### config.mk
export PLATFORM = sky130hd
export DESIGN_NAME = clkbuf_regbank
export DESIGN_NICKNAME = d
export VERILOG_FILES = /design/src/rtl/clkbuf_pkg.sv /design/src/rtl/clkbuf_los_sync.sv /design/src/rtl/clkbuf_regfile.sv /design/src/rtl/clkbuf_gate.sv /design/src/rtl/clkbuf_regbank.sv
export SDC_FILE = /design/constraint.sdc
export NUM_CORES = 1
export LEC_CHECK = 0
export BUFFER_PORTS_ARGS = -buffer_cell sky130_fd_sc_hd__buf_2
export CORE_UTILIZATION = 55
export DETAILED_ROUTE_END_ITERATION = 10
export PLACE_DENSITY = 0.78
export SETUP_SLACK_MARGIN = 0.1
export SYNTH_ARGS = -nofsm -noshare
export SYNTH_HDL_FRONTEND = slang
export SYNTH_SLANG_ARGS = --single-unit
export TNS_END_PERCENT = 100
### constraint.sdc
create_clock -name clk -period 4.4 [get_ports clk]
set_input_delay 0.66 -clock clk [delete_from_list [all_inputs] [get_ports clk]]
set_output_delay 0.66 -clock clk [all_outputs]
set_load 0.03 [all_outputs]
### src/rtl/clkbuf_pkg.sv
package clkbuf_pkg;

    localparam int unsigned REG_W   = 8;
    localparam int unsigned ADDR_W  = 8;
    localparam int unsigned N_OUT   = 8;
    localparam int unsigned SYNC_N  = 2;
    localparam int unsigned BC_W    = 5;
    localparam int unsigned AMP_W   = 4;

    localparam logic [ADDR_W-1:0] A_ENA_HI  = 8'h00;
    localparam logic [ADDR_W-1:0] A_ENA_LO  = 8'h01;
    localparam logic [ADDR_W-1:0] A_AOD     = 8'h04;
    localparam logic [ADDR_W-1:0] A_BCNT    = 8'h07;
    localparam logic [ADDR_W-1:0] A_MSK_HI  = 8'h08;
    localparam logic [ADDR_W-1:0] A_MSK_LO  = 8'h09;
    localparam logic [ADDR_W-1:0] A_AMP     = 8'h11;
    localparam logic [ADDR_W-1:0] A_INCFG   = 8'h12;
    localparam logic [ADDR_W-1:0] A_SLM_HI  = 8'h14;
    localparam logic [ADDR_W-1:0] A_SLM_LO  = 8'h15;
    localparam logic [ADDR_W-1:0] A_PLOCK   = 8'h26;
    localparam logic [ADDR_W-1:0] A_STAT    = 8'h27;
    localparam logic [ADDR_W-1:0] A_SLMODE  = 8'h35;
    localparam logic [ADDR_W-1:0] A_SLL     = 8'h62;

    localparam logic [REG_W-1:0] MASK_HI = 8'hEE;
    localparam logic [REG_W-1:0] MASK_LO = 8'h24;

    localparam int unsigned AOD_BIT    = 4;
    localparam int unsigned SLMODE_BIT = 5;
    localparam int unsigned LOCK_BIT   = 0;
    localparam int unsigned EVT_BIT    = 1;

    typedef struct packed {
        logic [REG_W-1:0] ena_hi;
        logic [REG_W-1:0] ena_lo;
        logic             aod;
        logic [BC_W-1:0]  bcnt;
        logic [REG_W-1:0] msk_hi;
        logic [REG_W-1:0] msk_lo;
        logic [AMP_W-1:0] amp;
        logic             in_ac;
        logic             in_term;
        logic             pd_keep;
        logic [REG_W-1:0] slm_hi;
        logic [REG_W-1:0] slm_lo;
        logic [REG_W-1:0] sll;
        logic             sl_mode;
        logic             perm_lock;
        logic             rel_lock;
        logic             los_evt;
        logic [REG_W-1:0] rdata;
    } bank_t;

    // Bit position of output n within its enable or mask register
    function automatic int unsigned out_pos(int unsigned n);
        case (n)
            0:       return 5;
            1:       return 2;
            2:       return 7;
            3:       return 6;
            4:       return 5;
            5:       return 3;
            6:       return 2;
            default: return 1;
        endcase
    endfunction

    // Outputs 0 and 1 sit in the low register of each pair
    function automatic bit out_in_lo(int unsigned n);
        return n < 2;
    endfunction

    function automatic bit addr_defined(logic [ADDR_W-1:0] a);
        case (a)
            A_ENA_HI, A_ENA_LO, A_AOD, A_BCNT, A_MSK_HI, A_MSK_LO,
            A_AMP, A_INCFG, A_SLM_HI, A_SLM_LO, A_PLOCK, A_STAT,
            A_SLMODE, A_SLL: return 1'b1;
            default:         return 1'b0;
        endcase
    endfunction

endpackage

### src/rtl/clkbuf_los_sync.sv
module clkbuf_los_sync #(
    parameter int unsigned STAGES = 2
) (
    input  logic clk,
    input  logic rst_n,
    input  logic d_async,
    output logic q_sync
);
    logic [STAGES-1:0] chain_d, chain_q;

    always_comb begin
        chain_d = {chain_q[STAGES-2:0], d_async};
    end

    always_ff @(posedge clk or negedge rst_n) begin
        if (!rst_n) chain_q <= '0;
        else        chain_q <= chain_d;
    end

    assign q_sync = chain_q[STAGES-1];
endmodule

### src/rtl/clkbuf_regfile.sv
module clkbuf_regfile
    import clkbuf_pkg::*;
#(
    parameter int unsigned NOUT = N_OUT
) (
    input  logic              clk,
    input  logic              rst_n,
    input  logic [ADDR_W-1:0] addr,
    input  logic [REG_W-1:0]  wdata,
    input  logic              wr,
    input  logic              rd,
    input  logic              los_s,
    output logic [REG_W-1:0]  rdata,
    output logic [NOUT-1:0]   en_vec,
    output logic [NOUT-1:0]   msk_vec,
    output logic              aod_kill,
    output logic              perm_lock,
    output logic              any_lock,
    output logic              los_evt
);
    bank_t r_d, r_q;
    logic  open_d;
    logic  evt_clr;
    logic [REG_W-1:0] rd_mux;

    localparam bank_t RESET_VAL = '{
        ena_hi:    MASK_HI,
        ena_lo:    MASK_LO,
        aod:       1'b1,
        bcnt:      BC_W'(7),
        msk_hi:    '0,
        msk_lo:    '0,
        amp:       AMP_W'(6),
        in_ac:     1'b0,
        in_term:   1'b0,
        pd_keep:   1'b1,
        slm_hi:    MASK_HI,
        slm_lo:    MASK_LO,
        sll:       '0,
        sl_mode:   1'b0,
        perm_lock: 1'b0,
        rel_lock:  1'b0,
        los_evt:   1'b0,
        rdata:     '0
    };

    // Read multiplexer, reserved locations and bits return zero
    always_comb begin
        rd_mux = '0;
        case (addr)
            A_ENA_HI: rd_mux = r_q.ena_hi;
            A_ENA_LO: rd_mux = r_q.ena_lo;
            A_AOD:    rd_mux[AOD_BIT] = r_q.aod;
            A_BCNT:   rd_mux[BC_W-1:0] = r_q.bcnt;
            A_MSK_HI: rd_mux = r_q.msk_hi;
            A_MSK_LO: rd_mux = r_q.msk_lo;
            A_AMP:    rd_mux[REG_W-1:REG_W-AMP_W] = r_q.amp;
            A_INCFG:  rd_mux = {r_q.in_ac, r_q.in_term, 2'b00,
                                r_q.pd_keep, 2'b00, ~los_s};
            A_SLM_HI: rd_mux = r_q.slm_hi;
            A_SLM_LO: rd_mux = r_q.slm_lo;
            A_PLOCK:  rd_mux[LOCK_BIT] = r_q.perm_lock;
            A_STAT: begin
                rd_mux[LOCK_BIT] = r_q.rel_lock;
                rd_mux[EVT_BIT]  = r_q.los_evt;
            end
            A_SLMODE: rd_mux[SLMODE_BIT] = r_q.sl_mode;
            A_SLL:    rd_mux = r_q.sll;
            default:  rd_mux = '0;
        endcase
    end

    // Next-state computation
    always_comb begin
        r_d     = r_q;
        open_d  = !(r_q.perm_lock || r_q.rel_lock);
        evt_clr = 1'b0;

        if (wr) begin
            if (addr == A_STAT) begin
                if (wdata[LOCK_BIT]) r_d.rel_lock = ~r_q.rel_lock;
                evt_clr = wdata[EVT_BIT];
            end else if (open_d) begin
                case (addr)
                    A_ENA_HI: r_d.ena_hi = wdata & MASK_HI;
                    A_ENA_LO: r_d.ena_lo = wdata & MASK_LO;
                    A_AOD:    r_d.aod    = wdata[AOD_BIT];
                    A_BCNT:   r_d.bcnt   = wdata[BC_W-1:0];
                    A_MSK_HI: r_d.msk_hi = wdata & MASK_HI;
                    A_MSK_LO: r_d.msk_lo = wdata & MASK_LO;
                    A_AMP:    r_d.amp    = wdata[REG_W-1:REG_W-AMP_W];
                    A_INCFG: begin
                        r_d.in_ac   = wdata[7];
                        r_d.in_term = wdata[6];
                        r_d.pd_keep = wdata[3];
                    end
                    A_SLM_HI: r_d.slm_hi = wdata & MASK_HI;
                    A_SLM_LO: r_d.slm_lo = wdata & MASK_LO;
                    A_PLOCK:  if (wdata[LOCK_BIT]) r_d.perm_lock = 1'b1;
                    A_SLMODE: r_d.sl_mode = wdata[SLMODE_BIT];
                    A_SLL:    r_d.sll     = wdata;
                    default:  ;
                endcase
            end
        end

        // Hardware set has priority over a software clear
        r_d.los_evt = los_s || (r_q.los_evt && !evt_clr);

        if (rd) r_d.rdata = rd_mux;
    end

    always_ff @(posedge clk or negedge rst_n) begin
        if (!rst_n) r_q <= RESET_VAL;
        else        r_q <= r_d;
    end

    // Collect enable and mask bits per output from their fixed positions
    for (genvar n = 0; n < NOUT; n++) begin : g_out
        if (out_in_lo(n)) begin : g_lo
            assign en_vec[n]  = r_q.ena_lo[out_pos(n)];
            assign msk_vec[n] = r_q.msk_lo[out_pos(n)];
        end else begin : g_hi
            assign en_vec[n]  = r_q.ena_hi[out_pos(n)];
            assign msk_vec[n] = r_q.msk_hi[out_pos(n)];
        end
    end

    assign rdata     = r_q.rdata;
    assign aod_kill  = r_q.aod && los_s;
    assign perm_lock = r_q.perm_lock;
    assign any_lock  = r_q.perm_lock || r_q.rel_lock;
    assign los_evt   = r_q.los_evt;
endmodule

### src/rtl/clkbuf_gate.sv
module clkbuf_gate #(
    parameter int unsigned NOUT = 8
) (
    input  logic [NOUT-1:0] en_vec,
    input  logic [NOUT-1:0] msk_vec,
    input  logic [NOUT-1:0] sb_dis,
    input  logic            kill_all,
    output logic [NOUT-1:0] gated
);
    for (genvar n = 0; n < NOUT; n++) begin : g_gate
        logic sb_hit;
        assign sb_hit   = sb_dis[n] && !msk_vec[n];
        assign gated[n] = en_vec[n] && !sb_hit && !kill_all;
    end
endmodule

### src/rtl/clkbuf_regbank.sv
module clkbuf_regbank
    import clkbuf_pkg::*;
(
    input  logic              clk,
    input  logic              rst_n,
    input  logic [ADDR_W-1:0] bus_addr,
    input  logic [REG_W-1:0]  bus_wdata,
    input  logic              bus_wr,
    input  logic              bus_rd,
    output logic [REG_W-1:0]  bus_rdata,
    input  logic              los_raw,
    input  logic [N_OUT-1:0]  sb_disable,
    output logic [N_OUT-1:0]  out_en
);
    logic             los_s;
    logic [N_OUT-1:0] en_vec;
    logic [N_OUT-1:0] msk_vec;
    logic             aod_kill;
    logic             perm_lock;
    logic             any_lock;
    logic             los_evt;

    clkbuf_los_sync #(.STAGES(SYNC_N)) u_sync (
        .clk     (clk),
        .rst_n   (rst_n),
        .d_async (los_raw),
        .q_sync  (los_s)
    );

    clkbuf_regfile #(.NOUT(N_OUT)) u_regs (
        .clk       (clk),
        .rst_n     (rst_n),
        .addr      (bus_addr),
        .wdata     (bus_wdata),
        .wr        (bus_wr),
        .rd        (bus_rd),
        .los_s     (los_s),
        .rdata     (bus_rdata),
        .en_vec    (en_vec),
        .msk_vec   (msk_vec),
        .aod_kill  (aod_kill),
        .perm_lock (perm_lock),
        .any_lock  (any_lock),
        .los_evt   (los_evt)
    );

    clkbuf_gate #(.NOUT(N_OUT)) u_gate (
        .en_vec   (en_vec),
        .msk_vec  (msk_vec),
        .sb_dis   (sb_disable),
        .kill_all (aod_kill),
        .gated    (out_en)
    );
endmodule

==> impl_metrics.tcl, run 1 <==
set metrics [dict create \
    status "finished clean" \
    layout-drive-gt1-share_pct 47.1 \
    grt_start_max_net_pins 60 \
    grt_usage_pct 26.1 \
    antenna_left 0 \
    crit_required_ps 4670 \
    tns_ps 0 \
    rsz0062_at_grt "no" \
    syn-cell-area_um2 3030 \
    htreeDepth 3 \
    end_kind "flop" \
    ff2ff_setup_slack_ps 2370 \
    overflow 0 \
    synth_cell_types 47 \
    muxShareOfSynthArea_pct 19.4 \
    antenna_found_initial 0 \
    vias 2285 \
    grt_pass1_wl_um 11500 \
    drv_cap 0 \
    cts_hold_buf 0 \
    syn_inst 262 \
    grt_pass1_vias 2301 \
    cts_buffer_depth 2 \
    clk_latency_ps 340 \
    synth-adder-area-share_pct 0 \
    hold_slack_ps 350 \
    hp-class "flop to flop" \
    ctsResizeCount 0 \
    gp_congestion 0.895 \
    drc 0 \
    ir_worst_vdd_v 0.000249 \
    die_w_um 76.2 \
    clk_pin_slew_ps 60 \
    worstPathCellList "buf_2 -> or4b_4 -> nor3b_2 -> and3_1 -> mux2_2" \
    cp_slowest_cell "or4b_4" \
    async_reset_ff_share_pct 100 \
    area_delta_synth_final_pct 14.4 \
    synth_warnings 0 \
    cp_max_fo 13 \
    layout_common_cells "mux2_2 (45), buf_2 (44), dfrtp_1 (36)" \
    nets 334 \
    syn_nets 291 \
    cts_root_buffer "clkbuf_8" \
    cp-start-kind "input pin" \
    synth_seq_cells 59 \
    slew_violations 0 \
    portBuffers 44 \
    worstSetupPathType "input pin to flop" \
    cts.sinks 59 \
    rows 26 \
    avgSynthCellArea_um2 11.6 \
    ys_seq_area_share_pct 49.7 \
    critical_path.max_stage_delay_ps 560 \
    worst_pin_slew_ps 761 \
    synth-edff-count 0 \
    first_pass_iters 4 \
    synthSimpleGateAreaFrac_pct 18.5 \
    wl_um 6900 \
    setup_viol 0 \
    viasPerCell 6.01 \
    die_h_um 76.2 \
    p_per_area_nw_per_um2 348 \
    critPathBufInv 1 \
    synth_compound_area_share_pct 8.13 \
    hold_viol 0 \
    synth_top_family_by_area "multiplexers" \
    skew_ps 8.75 \
    initial_core_util_pct 58.2 \
    min_period_ps 2430 \
    numCtsBuffers 9 \
    drt-initial-drc-count 244 \
    antenna_cells 0 \
    final_util_pct 66.6 \
    dp_cells 364 \
    synthFlopType "dfrtp_1" \
    p_leak_nw 1.61 \
    core_um2 5200 \
    wire_per_inst_um 18.2 \
    dp_hpwl_um 4960 \
    synthXorXnorAreaFrac_pct 0.289 \
    dieArea_um2 5810 \
    min_period_over_period_pct 55.2 \
    slew_headroom_pct 48.8 \
    stdcell_count 380 \
    mostFrequentLayoutCell "mux2_2" \
    cp_top_family "simple AND/OR/NAND/NOR gates" \
    io_pins 45 \
    postCtsSetupBuffers 0 \
    cts_tree "built" \
    worstPathArrival_ps 2690 \
    clock.fmax_ghz 0.412 \
    power_w 0.00121 \
]
==> final timing paths <==
kind | start | end | cells after the start
max | bus_addr[3] | u_regs.r_q[33] | 5
min | u_sync.chain_q[0] | u_sync.chain_q[1] | 0
max reg2reg | u_regs.r_q[9] | u_regs.msk_vec[2] | 3
min reg2reg | u_sync.chain_q[0] | u_sync.chain_q[1] | 0
max in group asynchronous | rst_n | u_regs.los_evt | 2
min in group asynchronous | rst_n | u_regs.msk_vec[7] | 2
==> worst register-to-register path, delay by kind of cell (launching register included) <==
| kind | cells | cell delay (ps) |
|---|---|---|
| flops | 1 | 440 |
| simple gates | 2 | 1080 |
| mux | 1 | 400 |
==> flip-flops by register name, summed over array words and instances (netlist names) <==
name,cells
u_sync.chain_q,2
u_regs.r_q,31
u_regs.msk_vec,8
u_regs.perm_lock,1
u_regs.los_evt,1
u_regs.rdata,8
u_regs.en_vec,8
==> Yosys cell counts (2+ instances only) <==
master	n	area [µm²]
a211oi_1	2	15.0
a221oi_1	2	17.5
a22oi_1	4	30.0
a31oi_1	6	37.5
a32oi_1	5	43.8
a41o_1	2	20.0
a41oi_1	2	17.5
and3_1	10	62.6
buf_2	4	20.0
buf_4	8	60.1
clkbuf_1	4	15.0
dfrtp_1	36	901
dfstp_2	23	604
inv_1	7	26.3
mux2_2	45	507
mux2_4	2	30.0
mux2i_1	5	50.1
nand2_1	16	60.1
nand2b_1	10	62.6
nand3_1	6	30.0
nand4_1	5	31.3
nor2_1	23	86.3
nor2b_1	2	12.5
nor3_1	3	15.0
nor4_1	3	18.8
nor4b_2	2	30.0
o21ai_0	4	20.0
or4b_4	2	27.5
==> layer usage <==
| layer | share of wire (%) | global-route usage [%] | vias to the layer above |
|---|---|---|---|
| li1 | - | - | 1052 |
| met1 | 44 | 35.6 | 1142 |
| met2 | 48 | 38.8 | 77 |
| met3 | 5.4 | 7.66 | 14 |
| met4 | 2.4 | 11.2 | 0 |
| met5 | 0 | 0 | - |
==> report_power, final <==
group / switching [W] / internal (W) / total (W)
sequential: 0.0000166 / 0.000577 / 0.000594
clock: 0.000217 / 0.000274 / 0.000491
combinational: 0.0000732 / 0.0000475 / 0.000121
==> layout make-up <==
cell class                 instances  area [µm²]
inverter                           7        26.3
tap                               70        87.6
clock buffer                      11         141
timing repair buffer              48         250
multi-input combinational        180        1400
fill                             412        1740
clock inverter                     5        52.6
sequential                        59        1510
==> cells by family (layout without fill, tap and decap cells) <==
logic type | Yosys count | in the layout
and+or+nand+nor | 95 | 95
DFF | 59 | 59
muxes | 52 | 52
AOI/OAI and AO/OA | 32 | 32
buffers and inverters | 23 | 71
xor gates and xnor gates | 1 | 1
==> through the flow <==
step / setup WS, ps / instance area [µm²]
after CTS: 2000 / 3470
after global placement: 1680 / 3270
after floorplan: 1930 / 3030
after global routing: 1910 / 3470
after detailed placement: 1640 / 3270
final: 1970 / 3470
(Power assumes the default switching activity.)
==> run 2, diff against run 1 <==
- ABC_AREA: unset -> 1
- clock period: 4.4 -> 2.5 ns (I/O delays scaled with it)
==> impl_metrics.tcl, run 2 <==
set metrics [dict create \
    synthXorXnorAreaFrac_pct 0.294 \
    gp_congestion 0.945 \
    gr-usage-met3_pct 6.48 \
    grtUsageMet1_pct 37.8 \
    regArea_um2 1510 \
    combPwrFrac_pct 6.5 \
    overflow 0 \
    avgSynthCellArea_um2 7.52 \
    postCtsSetupBuffers 0 \
    portBuffers 44 \
    final_cell_area_um2 3410 \
    hold_slack_ps 26.1 \
    grt_usage_pct 29.3 \
    wire_per_inst_um 14.4 \
    cts_tree "built" \
    p_int_w 0.00141 \
    clock.fmax_ghz 0.527 \
    area_delta_synth_final_pct 14.3 \
    yosysMostFrequentCell "nand2_1" \
    antenna_found_initial 0 \
    synth_seq_cells 59 \
    crit_required_ps 2120 \
    htreeDepth 3 \
    rsz0062_at_grt "no" \
    dieArea_um2 5720 \
    cp-start-kind "flop" \
    rows 26 \
    worstSetupPathType "flop to primary output" \
    clk_pin_slew_ps 70 \
    r2r_end "u_regs.r_q[40]" \
    drc 0 \
    grt_pass1_vias 2522 \
    synthTopCellsByArea "dfrtp_1 (30%), dfstp_2 (20%), nand2_1 (17%), o21ai_0 (8.4%), inv_1 (5.4%)" \
    grt_start_max_net_pins 28 \
    drt-initial-drc-count 288 \
    worst_r2r_path_depth 5 \
    worst_slack_ps 604 \
    syn_inst 397 \
    first_pass_iters 5 \
    syn-cell-area_um2 2980 \
    ys_top_cells_by_count "nand2_1 (133), o21ai_0 (50), inv_1 (43), nor2_1 (43), dfrtp_1 (36)" \
    antenna_left 0 \
    viasPerCell 5.32 \
    regMostFlops "u_regs.r_q" \
    dp_hpwl_um 5390 \
    p_leak_nw 1.66 \
    ir_worst_vdd_v 0.000365 \
    synth-adder-area-share_pct 0 \
    hold_viol 0 \
    critPathBufInv 1 \
    worst_pin_slew_ps 795 \
    initial_core_util_pct 57.7 \
    min_period_ps 1900 \
    layout-drive-gt1-share_pct 21.2 \
    clk_latency_ps 340 \
    mostFrequentLayoutCell "nand2_1" \
    cts_root_buffer "clkbuf_8" \
    synth_cell_types 23 \
    synth-edff-count 0 \
    antenna_cells 0 \
    async_reset_ff_share_pct 100 \
    worstPathCellList "nand2_1 -> nand2_1 -> a21oi_1 -> buf_2" \
    critical_path.max_stage_delay_ps 540 \
    status "finished clean" \
    r2r-start "u_regs.r_q[9]" \
    wl_um 7440 \
    largest_register_ffs 31 \
    ff2ff_setup_slack_ps 870 \
    die_h_um 75.7 \
    die_w_um 75.7 \
    p_per_area_nw_per_um2 550 \
    io_pins 45 \
    power_frac_clock_pct 41.9 \
    syn_nets 426 \
    min_period_over_period_pct 75.8 \
    met2_usage_pct 48.2 \
    grt_pass1_wl_um 12000 \
    setup_viol 0 \
    synth_top_family_by_area "simple AND/OR/NAND/NOR gates" \
    cp_max_fo 8 \
    fillCellCount 434 \
    synth.top_cell.area_share_pct 30.2 \
    p_seq_share_pct 51.6 \
    cp_slowest_cell "dfstp_2" \
    tns_ps 0 \
    worstPathArrival_ps 1520 \
    synth_compound_area_share_pct 11.3 \
    slew_violations 0 \
    core_um2 5170 \
    path_common_cell "nand2_1" \
    nets 472 \
    synth.largest_area_cell "dfrtp_1" \
    cts.sinks 59 \
    cts_buffer_depth 2 \
    synthFlopType "dfrtp_1" \
    switching_share_pct 25.0 \
    ys_seq_area_share_pct 50.4 \
    synthSimpleGateAreaFrac_pct 29.4 \
    final_util_pct 66.0 \
    synth_warnings 0 \
    cts_hold_buf 0 \
    slew_headroom_pct 46.8 \
    grt-busiest-layer "met2" \
    drv_cap 0 \
    muxShareOfSynthArea_pct 0 \
    multiInputGateArea_um2 1220 \
    end_kind "primary output" \
    ctsResizeCount 0 \
    skew_ps 10.6 \
    switchingPower_w 0.000468 \
    cp_top_family "flip-flops" \
    dpl_worst_slack_ps 552 \
    numCtsBuffers 9 \
    layout_common_cells "nand2_1 (133), o21ai_0 (50), buf_2 (44)" \
    place_area_um2 3230 \
    hp-class "input pin to asynchronous set/reset pin" \
    vias 2756 \
]
run 2: stage by stage:
step	power (W)	instances
3_3_place_gp	0.00110	502
3_5_place_dp	0.00110	502
4_1_cts	0.00188	518
6_report	0.00188	518
2_1_floorplan	0.00104	397
5_1_grt	0.00193	518
run 2: cell families (layout without fill, tap and decap cells):
family,Yosys count,in the layout
AND/OR/NAND/NOR,214,214
AO/OA/AOI/OAI,66,66
flip-flops,59,59
buffers and inverters,57,108
XOR/XNOR,1,1
run 2: power by group through the flow:
stage | Combinational [W] | Sequential (W) | Clock, W
after floorplan | 0.0000592 | 0.000983 | 0
after global placement | 0.000119 | 0.000983 | 0
after detailed placement | 0.000121 | 0.000984 | 0
after CTS | 0.000122 | 0.000968 | 0.000794
after global routing | 0.000136 | 0.000968 | 0.000831
final | 0.000122 | 0.000968 | 0.000786
run 2: layer usage:
layer | vias up | routed length (µm)
li1 | 1338 | -
met1 | 1289 | 3150
met2 | 110 | 3600
met3 | 19 | 489
met4 | 0 | 204
met5 | - | 0
run 2: how the worst max path moves through the flow:
stage	from	endpoint	slack, ps	depth (start not counted)
final	u_regs.r_q[64]	out_en[5]	600	4
after global routing	u_sync.chain_q[1]	out_en[1]	500	4
after CTS	u_regs.r_q[64]	out_en[5]	590	4
after detailed placement	bus_addr[3]	u_regs.r_q[40]	550	9
after global placement	bus_addr[3]	u_regs.r_q[39]	650	10
after floorplan	u_regs.en_vec[1]	out_en[1]	810	2
run 2: area by class of cell:
cell class	instances	area share, %
flip-flops and latches	59	44.1
multi-input cells	281	35.9
repair buffers	48	7.33
inverters	44	4.84
clock buffers	12	4.55
well taps	70	2.57
clock inverters	4	0.733
